### src/rtl/ata_pio_pkg.sv
package ata_pio_pkg;

    localparam int FLD_W = 4;

    typedef struct packed {
        logic [FLD_W-1:0] recov;
        logic [FLD_W-1:0] active;
        logic [FLD_W-1:0] setup;
    } pio_tim_t;

    localparam int TIM_W = $bits(pio_tim_t);

    typedef enum logic [2:0] {
        PH_IDLE,
        PH_SETUP,
        PH_STROBE,
        PH_WAIT,
        PH_RECOV
    } phase_t;

    // Counter preload for a phase of n cycles; zero behaves as one cycle.
    function automatic logic [FLD_W-1:0] span_load(input logic [FLD_W-1:0] n);
        return (n == '0) ? '0 : n - FLD_W'(1);
    endfunction

endpackage

### src/rtl/ata_pio_timsel.sv
module ata_pio_timsel
    import ata_pio_pkg::*;
#(
    parameter int NUM_DRV = 2,
    parameter int DRV_W   = 1
) (
    input  logic                     sep_fmt,
    input  pio_tim_t                 shared_cmd,
    input  logic [NUM_DRV*TIM_W-1:0] cmd_flat,
    input  logic [NUM_DRV*TIM_W-1:0] dat_flat,
    input  logic [DRV_W-1:0]         drive,
    input  logic                     is_cmd,
    output pio_tim_t                 sel
);

    pio_tim_t cmd_set [NUM_DRV];
    pio_tim_t dat_set [NUM_DRV];

    for (genvar g = 0; g < NUM_DRV; g++) begin : g_unpack
        assign cmd_set[g] = cmd_flat[g*TIM_W +: TIM_W];
        assign dat_set[g] = dat_flat[g*TIM_W +: TIM_W];
    end

    always_comb begin
        sel = '0;
        for (int i = 0; i < NUM_DRV; i++) begin
            if (drive == DRV_W'(i)) begin
                if (is_cmd) begin
                    sel = sep_fmt ? cmd_set[i] : shared_cmd;
                end else begin
                    sel = dat_set[i];
                end
            end
        end
    end

endmodule

### src/rtl/ata_pio_rstctl.sv
module ata_pio_rstctl (
    input  logic clk,
    input  logic rst,
    input  logic we,
    input  logic val,
    output logic drv_rst_n
);

    logic level_q;

    always_ff @(posedge clk) begin
        if (rst) begin
            level_q <= 1'b1;
        end else if (we) begin
            level_q <= val;
        end
    end

    assign drv_rst_n = level_q;

    // reset leaves the drive-reset line released
    a_r11_reset_high: assert property (@(posedge clk) disable iff (rst)
        $past(rst) |-> drv_rst_n);

    // a write takes effect on the next cycle
    a_r11_write_level: assert property (@(posedge clk) disable iff (rst)
        we |=> (drv_rst_n == $past(val)));

endmodule

### src/rtl/ata_pio_engine.sv
module ata_pio_engine
    import ata_pio_pkg::*;
#(
    parameter int DW    = 16,
    parameter int TMO_W = 8
) (
    input  logic             clk,
    input  logic             rst,
    input  logic             start,
    input  pio_tim_t         tim,
    input  logic [TMO_W-1:0] tmo_lim,
    input  logic             write,
    input  logic             blk,
    input  logic [2:0]       addr,
    input  logic [DW-1:0]    wdata,
    input  logic [DW-1:0]    din,
    input  logic             iordy,
    output logic             busy,
    output logic             done,
    output logic             err,
    output logic [DW-1:0]    rdata,
    output logic [2:0]       bus_addr,
    output logic [1:0]       cs_n,
    output logic             dior_n,
    output logic             diow_n,
    output logic [DW-1:0]    dout,
    output logic             dout_en
);

    localparam int WC_W = TMO_W + 1;

    phase_t           ph;
    logic [FLD_W-1:0] cnt;
    logic [TMO_W-1:0] wcnt;
    pio_tim_t         tim_q;
    logic [TMO_W-1:0] tmo_q;
    logic             wr_q;
    logic             blk_q;
    logic [2:0]       addr_q;
    logic [DW-1:0]    wdata_q;
    logic [DW-1:0]    rdata_q;
    logic             done_q;
    logic             err_q;

    logic [WC_W-1:0]  tmo_eff;
    logic             tmo_last;
    logic             strobing;

    assign tmo_eff  = (tmo_q == '0) ? WC_W'(1) : {1'b0, tmo_q};
    assign tmo_last = ({1'b0, wcnt} + WC_W'(1)) >= tmo_eff;

    always_ff @(posedge clk) begin
        if (rst) begin
            ph      <= PH_IDLE;
            cnt     <= '0;
            wcnt    <= '0;
            tim_q   <= '0;
            tmo_q   <= '0;
            wr_q    <= 1'b0;
            blk_q   <= 1'b0;
            addr_q  <= '0;
            wdata_q <= '0;
            rdata_q <= '0;
            done_q  <= 1'b0;
            err_q   <= 1'b0;
        end else begin
            done_q <= 1'b0;
            unique case (ph)
                PH_IDLE: begin
                    if (start) begin
                        tim_q   <= tim;
                        tmo_q   <= tmo_lim;
                        wr_q    <= write;
                        blk_q   <= blk;
                        addr_q  <= addr;
                        wdata_q <= wdata;
                        err_q   <= 1'b0;
                        cnt     <= span_load(tim.setup);
                        ph      <= PH_SETUP;
                    end
                end
                PH_SETUP: begin
                    if (cnt == '0) begin
                        cnt <= span_load(tim_q.active);
                        ph  <= PH_STROBE;
                    end else begin
                        cnt <= cnt - FLD_W'(1);
                    end
                end
                PH_STROBE: begin
                    if (cnt != '0) begin
                        cnt <= cnt - FLD_W'(1);
                    end else if (iordy) begin
                        if (!wr_q) rdata_q <= din;
                        cnt <= span_load(tim_q.recov);
                        ph  <= PH_RECOV;
                    end else begin
                        wcnt <= '0;
                        ph   <= PH_WAIT;
                    end
                end
                PH_WAIT: begin
                    if (iordy || tmo_last) begin
                        if (!wr_q) rdata_q <= din;
                        err_q <= !iordy;
                        cnt   <= span_load(tim_q.recov);
                        ph    <= PH_RECOV;
                    end else begin
                        wcnt <= wcnt + TMO_W'(1);
                    end
                end
                PH_RECOV: begin
                    if (cnt == '0) begin
                        done_q <= 1'b1;
                        ph     <= PH_IDLE;
                    end else begin
                        cnt <= cnt - FLD_W'(1);
                    end
                end
                default: ph <= PH_IDLE;
            endcase
        end
    end

    assign busy     = (ph != PH_IDLE);
    assign strobing = (ph == PH_STROBE) || (ph == PH_WAIT);
    assign done     = done_q;
    assign err      = done_q & err_q;
    assign rdata    = rdata_q;
    assign bus_addr = addr_q;
    assign cs_n     = busy ? (blk_q ? 2'b01 : 2'b10) : 2'b11;
    assign dior_n   = !(strobing && !wr_q);
    assign diow_n   = !(strobing && wr_q);
    assign dout     = wdata_q;
    assign dout_en  = busy && wr_q;

    // the strobe phase is entered only from address setup
    a_r1_setup_first: assert property (@(posedge clk) disable iff (rst)
        (ph == PH_STROBE && $past(ph) != PH_STROBE) |-> ($past(ph) == PH_SETUP));

    // done pulse lasts one cycle
    a_r1_done_pulse: assert property (@(posedge clk) disable iff (rst)
        done_q |=> !done_q);

    // a wait is entered only when ready was low at the sample point
    a_r3_no_stretch: assert property (@(posedge clk) disable iff (rst)
        ($past(ph) == PH_STROBE && ph == PH_WAIT) |-> !$past(iordy));

    // leaving the wait needs ready or a timeout flag
    a_r4_wait_exit: assert property (@(posedge clk) disable iff (rst)
        ($past(ph) == PH_WAIT && ph == PH_RECOV) |-> ($past(iordy) || err_q));

    // an error is only reported after a wait
    a_r5_err_needs_wait: assert property (@(posedge clk) disable iff (rst)
        (ph == PH_SETUP) |-> !err_q);

endmodule

### src/rtl/ata_pio_seq.sv
module ata_pio_seq
    import ata_pio_pkg::*;
#(
    parameter int  NUM_DRV = 2,
    parameter int  DW      = 16,
    parameter int  TMO_W   = 8,
    localparam int DRV_W   = (NUM_DRV > 1) ? $clog2(NUM_DRV) : 1
) (
    input  logic                     clk,
    input  logic                     rst,
    input  logic                     cfg_sep_fmt,
    input  logic [TIM_W-1:0]         cfg_shared_cmd,
    input  logic [NUM_DRV*TIM_W-1:0] cfg_cmd_tim,
    input  logic [NUM_DRV*TIM_W-1:0] cfg_dat_tim,
    input  logic [TMO_W-1:0]         cfg_tmo,
    input  logic                     drst_we,
    input  logic                     drst_val,
    input  logic                     req_valid,
    output logic                     req_ready,
    input  logic [DRV_W-1:0]         req_drive,
    input  logic                     req_cmd,
    input  logic                     req_blk,
    input  logic [2:0]               req_addr,
    input  logic                     req_write,
    input  logic [DW-1:0]            req_wdata,
    output logic                     rsp_done,
    output logic                     rsp_err,
    output logic [DW-1:0]            rsp_rdata,
    output logic [2:0]               ata_addr,
    output logic [1:0]               ata_cs_n,
    output logic                     ata_dior_n,
    output logic                     ata_diow_n,
    output logic [DW-1:0]            ata_dout,
    output logic                     ata_dout_en,
    input  logic [DW-1:0]            ata_din,
    input  logic                     ata_iordy,
    output logic                     ata_rst_n
);

    pio_tim_t tim_sel;
    logic     busy;
    logic     start;

    assign req_ready = !busy;
    assign start     = req_valid && !busy;

    ata_pio_timsel #(
        .NUM_DRV (NUM_DRV),
        .DRV_W   (DRV_W)
    ) i_timsel (
        .sep_fmt    (cfg_sep_fmt),
        .shared_cmd (pio_tim_t'(cfg_shared_cmd)),
        .cmd_flat   (cfg_cmd_tim),
        .dat_flat   (cfg_dat_tim),
        .drive      (req_drive),
        .is_cmd     (req_cmd),
        .sel        (tim_sel)
    );

    ata_pio_engine #(
        .DW    (DW),
        .TMO_W (TMO_W)
    ) i_engine (
        .clk      (clk),
        .rst      (rst),
        .start    (start),
        .tim      (tim_sel),
        .tmo_lim  (cfg_tmo),
        .write    (req_write),
        .blk      (req_blk),
        .addr     (req_addr),
        .wdata    (req_wdata),
        .din      (ata_din),
        .iordy    (ata_iordy),
        .busy     (busy),
        .done     (rsp_done),
        .err      (rsp_err),
        .rdata    (rsp_rdata),
        .bus_addr (ata_addr),
        .cs_n     (ata_cs_n),
        .dior_n   (ata_dior_n),
        .diow_n   (ata_diow_n),
        .dout     (ata_dout),
        .dout_en  (ata_dout_en)
    );

    ata_pio_rstctl i_rstctl (
        .clk       (clk),
        .rst       (rst),
        .we        (drst_we),
        .val       (drst_val),
        .drv_rst_n (ata_rst_n)
    );

    // address lines hold while a transfer runs
    a_r10_addr_hold: assert property (@(posedge clk) disable iff (rst)
        !req_ready |=> $stable(ata_addr));

    // strobes are exclusive and qualified by a chip select
    a_r13_strobe_excl: assert property (@(posedge clk) disable iff (rst)
        !(!ata_dior_n && !ata_diow_n));
    a_r13_strobe_cs: assert property (@(posedge clk) disable iff (rst)
        (!ata_dior_n || !ata_diow_n) |-> (ata_cs_n != 2'b11));

endmodule

### config.mk
export PLATFORM = sky130hd
export DESIGN_NAME = ata_pio_seq
export DESIGN_NICKNAME = d
export VERILOG_FILES = /design/src/rtl/ata_pio_pkg.sv /design/src/rtl/ata_pio_timsel.sv /design/src/rtl/ata_pio_rstctl.sv /design/src/rtl/ata_pio_engine.sv /design/src/rtl/ata_pio_seq.sv
export SDC_FILE = /design/constraint.sdc
export NUM_CORES = 1
export LEC_CHECK = 0
export BUFFER_PORTS_ARGS = -buffer_cell sky130_fd_sc_hd__buf_2
export CORE_UTILIZATION = 37
export CTS_BUF_LIST = sky130_fd_sc_hd__clkbuf_8
export CTS_CLUSTER_DIAMETER = 100
export DETAILED_ROUTE_END_ITERATION = 10
export PLACE_DENSITY = 0.66
export SETUP_SLACK_MARGIN = 0.4
export SYNTH_ARGS = -nofsm -noshare
export SYNTH_HDL_FRONTEND = slang
export SYNTH_SLANG_ARGS = --single-unit
### constraint.sdc
create_clock -name clk -period 3.2 [get_ports clk]
set_clock_uncertainty 0.2 [all_clocks]
set_input_delay 0.48 -clock clk [delete_from_list [all_inputs] [get_ports clk]]
set_output_delay 0.48 -clock clk [all_outputs]
set_load 0.02 [all_outputs]
==> summary.txt, run 1 <==
Outcome
  – Status: completed

Synthesis
  – Cells after synthesis: 518
  – Primary FF master, synth: dfxtp_1
  – Synth Register Bits: 71
  – Top post-synthesis cells by area: dfxtp_1, mux2i_1, a21oi_1
  – Ys Warns: 0
  – Synth cell types: 59
  – Register area share after synthesis: 34.9%
  – Synth area leader: dfxtp_1
  – Post-synth top area share: 34.9%
  – Synth Cell Area: 4070 um2
  – Mapped Nets: 647
  – Number of synthesized flops with an enable pin: 0
  – Async SR Flop Fraction: 0%
  – Avg Cell Area, Syn: 7.86 um2

Power
  – PD cells: 633 nW/um2
  – Lkg Pwr: 2.40 nW
  – Net Sw Power: 1.32 mW
  – Comb power frac: 42.0%
  – Sequential power share: 33.9%
  – Clk pwr share: 24.1%
  – Internal Power: 2.09 mW
  – Peak supply drop: 0.474 mV
  – Final Power: 3.41 mW
  – Switching part of the total: 38.6%

Worst setup path
  – WP buf/inv: 0
  – Critical path arrival: 2920 ps
  – Family with the most delay on the worst path: simple AND/OR/NAND/NOR gates
  – Crit Path Max Fanout: 5
  – Critical path launch point: i_engine.wcnt[0]
  – Cell mode on critical path: a21oi_2
  – Worst path slowest cell: or4b_1
  – Slowest cell delay on critical path: 500 ps
  – Nature of the critical path endpoint: flip-flop
  – Crit Path Category: reg -> reg
  – Critical Path Source Type: flip-flop
  – CP Cell Sequence: ha_4 > and3_4 > nand3_4 > xnor2_2 > ha_1 > a21oi_2 > o22ai_2 > nor3_4 > a21oi_2 > or4b_1 > a21oi_1
  – Worst EP required: 3270 ps
  – Worst flop-to-flop path startpoint: i_engine.wcnt[0]

Routing
  – DRT Wirelength: 10.9 mm
  – DR iter-0 viols: 96
  – DR WL met3: 637 um
  – Vias: 4149
  – Routed WL per cell: 13.5 um
  – Drt via density: 5.12
  – Top routing layer used: met4
  – DRT Pass-1 Iters: 4
  – Met1 wire length: 4.69 mm
  – Post-route DRC: 0
  – Met2 wire len: 5.46 mm
  – DRT antenna net count: 0

Global routing
  – Largest net degree at the start of global routing: 48
  – First-pass GRT wire length: 18.5 mm
  – Total track usage: 19.8%
  – Grt total ovfl: 0
  – Vias in the first global route: 4353
  – Initial antenna violation count: 0

Finish
  – NumNets Final: 798
  – # diodes: 0
  – Layout cells sized above 1: 32.5%
  – P&R area growth vs syn: 32.2%
  – Final Util: 51.2%

Clock tree
  – Worst-Skew Late Latency: 350 ps
  – Reg clk slew, reported paths: 80 ps
  – CTS Hold Bufs: 0
  – Number of H-tree levels: 3
  – CTS tree: yes
  – Clock Sinks: 71
  – CTS buffer count: 9
  – CTS Root Cell: clkbuf_8
  – Max Root-Sink Buffers: 2

Timing
  – Final setup vio count: 0
  – Max-slew headroom: 53.4%
  – Final Hold Vio Count: 0
  – Max-slew violation count: 0
  – Period utilization: 89.2%
  – Fin Setup TNS: 0 ps
  – Maximum clock frequency: 350 MHz
  – Tmin final: 2850 ps
  – RSZ-0062 raised after global routing: true
  – Slew @ Worst Pin: 699 ps

Die
  – Die span in y: 107 um
  – Starting density of the core: 38.8%
  – Num rows: 37
  – Top Ports: 158
  – Core ar.: 10500 um2
  – Die area: 11400 um2
  – Die width: 107 um

Flow run
  – Max-cap violations: 0

Placement
  – Count of input and output buffers: 157
  – DP HPWL: 8.12 mm
  – Placer congestion estimate: 0.848

Worst hold path
  – HP Class: in -> reg
  – Hold Startpoint: drst_val
-- power groups by stage --
stage / Clock [mW] / Combinational, mW / Sequential, mW
2_1_floorplan: 0 / 0.990 / 1.20
3_3_place_gp: 0 / 1.35 / 1.17
3_5_place_dp: 0 / 1.38 / 1.18
4_1_cts: 0.848 / 1.41 / 1.16
5_1_grt: 0.885 / 1.60 / 1.18
6_report: 0.820 / 1.43 / 1.16
-- path summary, 6_finish.rpt --
check	end	slack (ps)	cells past startpoint
worst max-delay path	i_engine.wcnt[2]	350	11
worst min-delay path	i_rstctl.drv_rst_n	130	2
worst max register to register	i_engine.wcnt[2]	350	11
worst min register to register	i_engine.dout[0]	250	2
-- cells in the mapped netlist, types with 2 or more instances --
library cell and count:
a211o_1 3, a211oi_1 13, a21oi_1 67, a31oi_1 3, a32oi_1 2, and2_1 6, and2b_1 2, and3_1 3
buf_2 9, clkbuf_1 21, dfxtp_1 71, ha_1 15, inv_1 20, mux2i_1 37, nand2_1 89, nand2b_1 7
nand3_1 4, nand3b_1 3, nand4_1 4, nor2_1 44, nor2b_1 6, nor3_1 9, nor3b_1 5, o211ai_1 8
o21ai_0 21, o22a_1 2, o22ai_1 3, or3_1 2, xnor2_1 6, xor2_1 4
-- placed cells by master (no fill, tap or decap), types with 7 or more instances in the layout --
master,count
nor3_1,9
nor2_1,43
ha_1,14
o211ai_1,8
nand2_1,88
buf_4,14
dfxtp_1,66
buf_2,157
mux2i_1,37
a21oi_1,65
clkbuf_8,11
o21ai_0,20
nand2b_1,7
inv_1,21
a211oi_1,12
-- flip-flops by register name (all words and copies together), names as in the netlist --
register / flops
i_engine.dout: 16
i_engine.rdata: 16
i_engine.tim_q: 8
i_engine.tmo_q: 8
i_engine.wcnt: 8
i_engine.cnt: 4
i_engine.bus_addr: 3
i_engine.ph: 3
i_engine.blk_q: 1
i_engine.done: 1
i_engine.err_q: 1
i_engine.wr_q: 1
i_rstctl.drv_rst_n: 1
-- cell families after synthesis --
kind of cell / synth area share [%]
AO/OA/AOI/OAI: 20.5
XOR/XNOR: 2.15
adder cells (fa/ha/maj): 4.61
buffers and inverters: 5.84
flip-flops: 34.9
multiplexers: 9.37
AND/OR/NAND/NOR: 22.6
-- final cells by class --
cell class | count | area (um2)
repair buffers | 174 | 950
flip-flops and latches | 71 | 1440
clock inverters | 5 | 80.1
well taps | 136 | 170
multi-input cells | 393 | 2520
inverters | 20 | 75.1
fillers | 1020 | 5130
clock buffers | 11 | 151
-- routing by layer --
layer | vias to the layer above | GRT usage, %
li1 | 2104 | -
met1 | 1919 | 22.6
met2 | 112 | 36.0
met3 | 14 | 5.17
met4 | 0 | 5.87
met5 | - | 0
-- metrics by stage --
step           cells  worst slack (ps)  cell area [um2]  hold slack [ps]
6_report         810               345             5380              133
5_1_grt          810               226             5380              126
4_1_cts          807               373             5340              115
3_5_place_dp     783               244             4990              243
3_3_place_gp     783               365             4990              240
2_1_floorplan    518               341             4150              234
-- timing repair --
action                     4_1_cts  5_1_grt
pin swaps                       10        5
setup endpoints to repair       32       31
gates resized for setup          9        6
cloned                           1        0
buffers inserted                 7        3
Note: power is estimated with default switching activity, not from simulation.
==> run 2: changes to the inputs <==
- CORE_MARGIN: default -> 5
- HOLD_SLACK_MARGIN: default -> 0.1
- PLACE_DENSITY: 0.66 -> 0.78
==> summary.txt, run 2 (synthesized netlist as in run 1, its figures left out) <==
Worst setup path
  – Crit Path Max Fanout: 5
  – Critical path arrival: 2910 ps
  – Critical path launch point: i_engine.wcnt[0]
  – Family with the most delay on the worst path: simple AND/OR/NAND/NOR gates
  – WP buf/inv: 0
  – CP endpoint: i_engine.wcnt[2]
  – Reg2Reg Setup Slack: 360 ps
  – Worst path slowest cell: or4b_1
  – Nature of the critical path endpoint: flip-flop
  – Slowest cell delay on critical path: 510 ps
  – Critical Path Source Type: flip-flop
  – Crit Path Category: reg -> reg
  – Reg2Reg Capture Point: i_engine.wcnt[2]
  – CP Cell Sequence: ha_4 > and3_4 > nand3_4 > xnor2_4 > ha_4 > a21oi_2 > o22ai_2 > nor3_4 > a21oi_2 > or4b_1 > a21oi_1
  – Crit path depth: 11
  – Worst flop-to-flop path startpoint: i_engine.wcnt[0]
  – Worst EP required: 3270 ps
  – FF-to-FF path depth: 11

Timing
  – Max-slew violation count: 0
  – Period utilization: 88.7%
  – Maximum clock frequency: 352 MHz
  – Slew @ Worst Pin: 712 ps
  – RSZ-0062 raised after global routing: true
  – Final Hold Vio Count: 0
  – Max-slew headroom: 52.5%
  – Tmin final: 2840 ps
  – Fin Setup TNS: 0 ps
  – Final setup vio count: 0

Die
  – Top Ports: 158
  – Num rows: 38
  – Die width: 115 um
  – Die area: 13200 um2
  – Starting density of the core: 37.7%
  – Core ar.: 10800 um2
  – Die span in y: 115 um

Clock tree
  – Number of H-tree levels: 3
  – Clock Sinks: 71
  – CTS buffer count: 9
  – Max Root-Sink Buffers: 2
  – Reg clk slew, reported paths: 90 ps
  – CTS tree: yes
  – CTS Root Cell: clkbuf_8
  – Worst-Skew Late Latency: 350 ps

Outcome
  – Status: completed

Routing
  – Routed WL per cell: 13.2 um
  – Vias: 4106
  – DRT Pass-1 Iters: 4
  – Post-route DRC: 0
  – DRT antenna net count: 0
  – Drt via density: 5.04
  – DR iter-0 viols: 152
  – DRT Wirelength: 10.7 mm

Finish
  – # diodes: 0
  – Design area: 5380 um2
  – Layout cells sized above 1: 32.7%
  – Most common cell after layout, fill and taps aside: buf_2
  – Commonest cells after routing, fill and taps aside: buf_2, nand2_1, dfxtp_1, a21oi_1, nor2_1
  – P&R area growth vs syn: 32.0%
  – NumNets Final: 799

Global routing
  – Total track usage: 16.1%
  – First-pass GRT wire length: 17.7 mm
  – Vias in the first global route: 4050
  – Grt total ovfl: 0
  – Initial antenna violation count: 0
  – Largest net degree at the start of global routing: 36

Placement
  – Count of input and output buffers: 157
  – DP HPWL: 7.98 mm
  – Placer congestion estimate: 0.835
  – DP Area: 5030 um2

Power
  – Peak supply drop: 0.415 mV
  – Lkg Pwr: 2.38 nW
  – PD cells: 611 nW/um2

Worst hold path
  – HP Class: in -> reg
  – Hold Startpoint: drst_val

Flow run
  – Max-cap violations: 0
## run 2: per-layer routing
layer  vias up  part of all wire (%)  global-route usage (%)  wire length, um
li1       2119                     -                       -                -
met1      1868                    44                    19.6             4670
met2       114                    48                    27.7             5140
met3         5                   8.0                    6.05              863
met4         0                  0.43                    2.11               46
met5         -                     0                       0                0
## run 2: final cells by class
class	count	area [um2]
sequential	71	1430
inverter	20	75.1
tap	140	175
clock buffer	10	138
timing repair buffer	175	957
multi-input combinational	393	2540
fill	1047	5420
clock inverter	6	52.6
## run 2: power by group
part           total, mW  leakage, nW  switching [mW]  internal, mW
logic               1.44         1.71           0.830         0.615
clock network      0.689       0.0914           0.374         0.315
registers           1.15        0.582           0.131          1.02
total               3.29         2.38            1.34          1.95
## run 2: repair_timing
action                     4_1_cts  5_1_grt
setup buffers                    5        2
setup endpoints to repair       22       29
cloned                           1        0
resized for setup                6        9
hold buffers                     0        0
pin swaps                        6        5
## run 2: worst min path at each step
stage | depth (start not counted) | endpoint
after floorplan | 2 | i_engine.err_q
after global placement | 2 | i_engine.dout[9]
after detailed placement | 2 | i_engine.bus_addr[1]
after CTS | 2 | i_rstctl.drv_rst_n
after global routing | 3 | i_engine.dout[11]
final | 2 | i_rstctl.drv_rst_n
## run 2: metrics by stage
step / std cells / power, mW / setup WS, ps / hold WS (ps) / util, %
floorplan: 518 / 2.19 / 341 / 234 / -
global placement: 791 / 2.55 / 413 / 239 / 46.6
detailed placement: 791 / 2.56 / 348 / 243 / 46.6
CTS: 813 / 3.31 / 390 / 108 / 49.2
global route: 815 / 3.56 / 256 / 133 / 49.8
finish: 815 / 3.29 / 362 / 131 / 49.8
